`src/rtl/sup_pkg.sv`:
```
package sup_pkg;
  // number of clock cycles in a settle window, rounded up
  function automatic longint unsigned settle_cycles(longint unsigned clk_hz,
                                                    longint unsigned us);
    return (clk_hz * us + 64'd999_999) / 64'd1_000_000;
  endfunction
endpackage

```
`src/rtl/sup_ocp_latch.sv`:
```
module sup_ocp_latch (
  input  logic clk,
  input  logic rst_n,
  input  logic set_i,
  input  logic clr_i,
  output logic q_o
);
  always_ff @(posedge clk or negedge rst_n) begin
    if (!rst_n)     q_o <= 1'b0;
    else if (clr_i) q_o <= 1'b0;
    else if (set_i) q_o <= 1'b1;
  end
endmodule

```
`src/rtl/sup_settle_timer.sv`:
```
module sup_settle_timer #(
  parameter longint unsigned CYCLES = 50000
) (
  input  logic clk,
  input  logic rst_n,
  input  logic awake_i,
  output logic wake_evt_o,
  output logic busy_o
);
  localparam int CW = $clog2(CYCLES + 1);
  localparam logic [CW-1:0] LOAD = CW'(CYCLES);

  logic          awake_q;
  logic [CW-1:0] cnt;

  assign wake_evt_o = awake_i && !awake_q;
  assign busy_o     = (cnt != '0);

  always_ff @(posedge clk or negedge rst_n) begin
    if (!rst_n) begin
      awake_q <= 1'b0;
      cnt     <= '0;
    end else begin
      awake_q <= awake_i;
      if (!awake_i)        cnt <= '0;
      else if (wake_evt_o) cnt <= LOAD;
      else if (busy_o)     cnt <= cnt - 1'b1;
    end
  end
endmodule

```
`src/rtl/sup_out_gate.sv`:
```
module sup_out_gate (
  input  logic out_off_i,
  input  logic sleep_n_i,
  input  logic xlat_rst_n_i,
  input  logic tsd_i,
  input  logic uvlo_i,
  input  logic ocp_lat_i,
  input  logic busy_i,
  input  logic step_i,
  output logic bridge_en_o,
  output logic home_o,
  output logic step_o
);
  logic seq_ok;
  always_comb begin
    seq_ok      = sleep_n_i && xlat_rst_n_i && !uvlo_i;
    home_o      = !seq_ok;
    bridge_en_o = seq_ok && !out_off_i && !tsd_i && !ocp_lat_i;
    step_o      = step_i && seq_ok && !busy_i;
  end
endmodule

```
`src/rtl/drv_supervisor.sv`:
```
module drv_supervisor #(
  parameter longint unsigned CLK_HZ    = 50_000_000,
  parameter longint unsigned SETTLE_US = 1000
) (
  input  logic clk,
  input  logic rst_n,
  input  logic out_off,
  input  logic sleep_n,
  input  logic xlat_rst_n,
  input  logic ocp_flag,
  input  logic tsd_flag,
  input  logic uvlo_flag,
  input  logic step_in,
  output logic bridge_en,
  output logic home_req,
  output logic step_out,
  output logic settle_busy,
  output logic fault_pull_lo
);
  localparam longint unsigned SETTLE = sup_pkg::settle_cycles(CLK_HZ, SETTLE_US);

  // named internal events
  logic ocp_set, ocp_clr, ocp_lat, wake_evt;

  assign ocp_clr = !sleep_n || !xlat_rst_n || uvlo_flag;
  assign ocp_set = ocp_flag;

  sup_ocp_latch u_latch (
    .clk(clk), .rst_n(rst_n), .set_i(ocp_set), .clr_i(ocp_clr), .q_o(ocp_lat)
  );

  sup_settle_timer #(.CYCLES(SETTLE)) u_timer (
    .clk(clk), .rst_n(rst_n), .awake_i(sleep_n),
    .wake_evt_o(wake_evt), .busy_o(settle_busy)
  );

  sup_out_gate u_gate (
    .out_off_i(out_off), .sleep_n_i(sleep_n), .xlat_rst_n_i(xlat_rst_n),
    .tsd_i(tsd_flag), .uvlo_i(uvlo_flag), .ocp_lat_i(ocp_lat),
    .busy_i(settle_busy), .step_i(step_in),
    .bridge_en_o(bridge_en), .home_o(home_req), .step_o(step_out)
  );

  assign fault_pull_lo = ocp_lat;
endmodule

```
`config.mk`:
```
export PLATFORM = sky130hd
export DESIGN_NAME = drv_supervisor
export DESIGN_NICKNAME = d
export VERILOG_FILES = /design/src/rtl/sup_pkg.sv /design/src/rtl/sup_ocp_latch.sv /design/src/rtl/sup_settle_timer.sv /design/src/rtl/sup_out_gate.sv /design/src/rtl/drv_supervisor.sv
export SDC_FILE = /design/constraint.sdc
export NUM_CORES = 1
export LEC_CHECK = 0
export BUFFER_PORTS_ARGS = -buffer_cell sky130_fd_sc_hd__clkbuf_2
export CORE_ASPECT_RATIO = 0.8
export CORE_MARGIN = 5
export CORE_UTILIZATION = 50
export CTS_BUF_LIST = sky130_fd_sc_hd__clkbuf_4 sky130_fd_sc_hd__clkbuf_8 sky130_fd_sc_hd__clkbuf_16
export DETAILED_ROUTE_END_ITERATION = 12
export PLACE_DENSITY_LB_ADDON = 0.05
export SYNTH_ARGS = -nofsm -noshare
export SYNTH_HDL_FRONTEND = slang
export SYNTH_SLANG_ARGS = --single-unit
```
`constraint.sdc`:
```
create_clock -name clk -period 2.7 [get_ports clk]
set_input_delay 0.54 -clock clk [delete_from_list [all_inputs] [get_ports clk]]
set_output_delay 0.54 -clock clk [all_outputs]
set_load 0.02 [all_outputs]
```
Word-level counts from Yosys, hierarchy flattened:

Index checks and enable logic that the tools add are counted.
W data, S select, Z words.

* register bits: 18
* input port bits: 9
* output and inout port bits: 5
* logic and storage cells: 31

* add/subtract/negate cells: 1
* equality and inequality tests: 1
* multiplexer cells: 5
* reductions and logical operators: 21

Operator list (number)
* $mux W16: 3
* $reduce_bool A16 Y1: 1
* $sub A16 B1 Y16 const B: 1
* $logic_not A1 Y1: 9
* $logic_and A1 B1 Y1: 8
* $ne A3 B1 Y1 const B: 1
* $logic_or A1 B1 Y1: 2
* $mux W1: 2
* $reduce_bool A2 Y1: 1

Longest topological paths before layout:

* depth in word-level cells: 5
* depth in mapped cells: 8
* depth with buffers taken out: 7

Modules after synthesis:

Synthesis repeated with hierarchy kept, for this count alone.

* cells, all modules: 100
* area, all modules: 1049.8 um^2

By module, submodules not included
* sup_settle_timer: instances 1, cells each 94, area an instance 962.2 um^2, seq. area each 425.4 um^2
* sup_out_gate: instances 1, cells each 3, area an instance 45.0 um^2, seq. area each 0.0 um^2
* sup_ocp_latch: instances 1, cells each 2, area an instance 35.0 um^2, seq. area each 25.0 um^2
* drv_supervisor: instances 1, cells each 1, area an instance 7.5 um^2, seq. area each 0.0 um^2

Worst setup path after synthesis:

OpenSTA, ideal clock, no wires.

* kind: register -> output
* start point: register u_timer.cnt[0]
* end point: output step_out
* arrival: 2112 ps
* required time: 2160 ps
* slack: 48 ps
* cell stages (with the launch flop): 8
* cells stage by stage: dfrtp_1 -> inv_1 -> ha_1 -> or4b_1 -> buf_2 -> nor4_4 -> inv_2 -> nor3_2

* word-level cells in the longest chain between the ends: 3

RTL lines
* start, declared: line sup_settle_timer.sv:14 `logic [CW-1:0] cnt;`
* start signal, assigned: line sup_settle_timer.sv:27 `else if (busy_o) cnt <= cnt - 1'b1;`
* $reduce_bool A16 Y1: line sup_settle_timer.sv:17 `assign busy_o = (cnt != '0);`
* net settle_busy: line drv_supervisor.sv:17 `output logic settle_busy,`
* $logic_not A1 Y1: line sup_out_gate.sv:19 `step_o = step_i && seq_ok && !busy_i;`
* $logic_and A1 B1 Y1: line sup_out_gate.sv:19
* end, declared: line drv_supervisor.sv:16 `output logic step_out,`

The timed path passes the listed nets, and every way through them passes these cells.

Worst setup path after layout:

* start point: register u_timer.cnt[1]
* end point: output step_out

* word-level cells in the longest chain between the ends: 3

RTL lines (line)
* $reduce_bool A16 Y1: sup_settle_timer.sv:17
* $logic_not A1 Y1: sup_out_gate.sv:19
* $logic_and A1 B1 Y1: sup_out_gate.sv:19

Every way passes these cells.

==> out/qor.yml <==
cp.required_ps: 2160
p_comb_frac: 0.264
synth_commonest_cells: "dfrtp_1 (18), nor2_1 (12), nand2_1 (11), a31oi_1 (7)"
hold_violations: 0
critPathKind: "reg2out"
antenna_cells: 0
fmax_mhz: 382.1
maxSlewHeadroom: 0.7078
wl_per_cell_um: 14.82
synth_cell_types: 36
cts_buffers: 3
route.detailed.drc: 0
io_pins: 14
overflow: 0
p_leak_nw: 0.5700
p_sw_w: 0.0001992
ctsHoldBuffers: 0
layout-drive-gt1-share: 0.2815
yosys.area_share.xor_xnor: 0.008578
utilization: 0.6422
synth_area_leaders: "dfrtp_1 (44%), nor2_1 (4.4%), a31oi_1 (4.3%), nand2_1 (4.0%), nor4_1 (3.1%)"
arrival_ps: 2080
drv_slew: 0
synthSimpleGateAreaFrac: 0.3076
power_frac_clock: 0.250
worstPathCellList: "inv_2 > ha_4 > or4b_4 > nor4_4 > inv_2 > nor3_2 > buf_4"
setup_viol: 0
grt_pass1_vias: 867
cpMostUsedCell: "inv_2"
ys.flop_type: "dfrtp_1"
hold_path_class: "in2async"
synth_edf_count: 0
start_util: 0.5347
path_max_fanout: 5
ant_nets: 0
intPower_w: 0.0004461
whs_ps: 166.2
synth.most_common_cell: "dfrtp_1"
syn_area_um2: 1021
fin_nets: 146
track_usage: 0.1740
synthAdderAreaFrac: 0.01225
reg2reg_slack_ps: 600
crit_path_max_incr_delay_ps: 480
swShare: 0.3087
gp_congestion: 0.7939
clk_latency_ps: 290
synth_top_area_share: 0.4412
numPortBuffers: 13
place_inst: 148
synth_top_area_cell: "dfrtp_1"
yosys_warnings: 0
syn_to_final_growth_pct: 20.10
synth_cells: 111
drt_first_pass_iters: 4
fin_skew_ps: 9.576
grt_pass1_wl_um: 3946
timing.setup.tns_ps: 0
synthArstFlopShare: 1.000
min_period_ps: 2617
cp-start-kind: "flip-flop"
cts.sinks: 18
fin_cells: 159
clk_root_buffer_cell: "clkbuf_4"
tightestPinTransition_ps: 438.3
grt_setup_unrepaired: "true"
p_per_area_nw_per_um2: 526.2
via_count: 943
status: "finished clean"
h-tree-depth: 1
seq_power_share: 0.486
core_um2: 1909
critPathCaptureType: "output pin"
num_rows: 14
ys_seq_area_frac: 0.4412
path_clk_slew_ps: 100
slowest_stage: "or4b_4"
synthMuxAreaShare: 0.01961
routed_via_density: 5.931
peakVddDrop_v: 0.0004690
synth_top_family_by_area: "simple AND/OR/NAND/NOR gates"
die_h_um: 50.42
drtIter0Drc: 40
dp_hpwl_um: 1676
synth_seq_cells: 18
synth-compound-area-share: 0.1691
fp.dieArea_um2: 3051
tritoncts: "built"
syn-num-nets: 121
syn_area_per_cell_um2: 9.198
totalWireLength_um: 2356
post-route-period-util: 0.9692
grt_start_max_net_pins: 19
clockBufferDepth: 2
cap_violations: 0
antenna_found_initial: 0
die_w_um: 60.52
[logic make-up (layout without fill, tap and decap cells)]
family	Yosys count	count (layout)
xor+xnor	1	1
flops	18	18
simple gates	55	55
compound gates	25	25
buf+inv	9	33
mux	2	2
fa+ha+maj	1	1
[stage by stage]
stage | setup slack, ps | total power, W | area, um2
after floorplan | 47.75 | 0.0004269 | 1021
after global placement | 281.3 | 0.0004661 | 1119
after detailed placement | 228.4 | 0.0004692 | 1119
after CTS | 6.033 | 0.0006482 | 1204
after global routing | -31.50 | 0.0006913 | 1226
final | 83.19 | 0.0006452 | 1226
[power by group through the flow]
stage	combinational, W	sequential (W)	clock (W)
2_1_floorplan	0.000116	0.000311	0
3_3_place_gp	0.000150	0.000317	0
3_5_place_dp	0.000152	0.000317	0
4_1_cts	0.000165	0.000312	0.000171
5_1_grt	0.000188	0.000316	0.000187
6_report	0.000170	0.000314	0.000161
[cell usage in the layout, fill, tap and decap left out]
master / synthesis / final
a211oi_2: 1 / 1
a21oi_1: 6 / 6
a31oi_1: 7 / 7
a41o_1: 3 / 3
and2_1: 1 / 1
and3_1: 1 / 1
buf_4: 0 / 11
clkbuf_2: 0 / 12
clkbuf_4: 0 / 3
clkbuf_8: 0 / 1
dfrtp_1: 18 / 18
ha_4: 0 / 1
inv_1: 5 / 3
inv_2: 1 / 3
mux2i_1: 2 / 2
nand2_1: 11 / 11
nand2b_1: 2 / 2
nand3_1: 4 / 4
nand3b_1: 2 / 2
nor2_1: 12 / 12
nor2b_1: 1 / 1
nor3_1: 6 / 6
nor3_2: 1 / 1
nor4_1: 5 / 5
nor4_4: 1 / 1
nor4b_1: 1 / 1
o21a_1: 1 / 1
o21ai_0: 3 / 3
o31ai_1: 1 / 1
o41ai_1: 3 / 3
or3_1: 1 / 1
or3_2: 1 / 1
or4_1: 2 / 2
or4_4: 1 / 1
or4b_2: 1 / 1
or4b_4: 0 / 1
xnor2_1: 1 / 1
[state kept, by name, indices dropped and copies added (netlist names)]
register	cells
u_timer.awake_q	1
u_timer.cnt	16
u_latch.q_o	1
[routing by layer]
metal  share of wire  routed length (um)  up-vias  global-route usage
met4          0.0047                  11        0             0.02527
met3           0.057                 134        2             0.06154
met1            0.50                1168      455              0.2488
met5               0                   0        -                   0
li1                -                   -      466                   -
met2            0.44                1042       20              0.2608
[critical path, delay by kind of cell, from the launching register on]
family / cells / cell delay, ps
buf+inv: 3 / 340
flops: 1 / 410
fa+ha+maj: 1 / 140
simple gates: 3 / 900
[path summary, 6_finish.rpt]
| kind | start | endpoint | depth (start not counted) |
|---|---|---|---|
| min reg2reg | u_latch.q_o | u_latch.q_o | 2 |
| max reg2reg | u_timer.cnt[1] | u_timer.cnt[3] | 9 |
| min in group clk | sleep_n | u_timer.awake_q | 1 |
| max | u_timer.cnt[1] | step_out | 7 |
| max in group asynchronous | rst_n | u_timer.cnt[6] | 1 |
| min | rst_n | u_timer.cnt[0] | 1 |
[final cells by class]
class	instances	area, um2
Fill cell	168	683.2
Multi-Input combinational cell	84	544.3
Sequential cell	18	450.4
Timing Repair Buffer	23	142.6
Clock buffer	4	36.28
Tap cell	24	30.03
Inverter	6	22.52
[timing repair]
item	in CTS	in global routing
gates cloned	0	0
pin swaps	2	1
endpoints found under the setup margin	1	1
resized for setup	6	1
setup buffers	4	3
(Power assumes the default switching activity.)
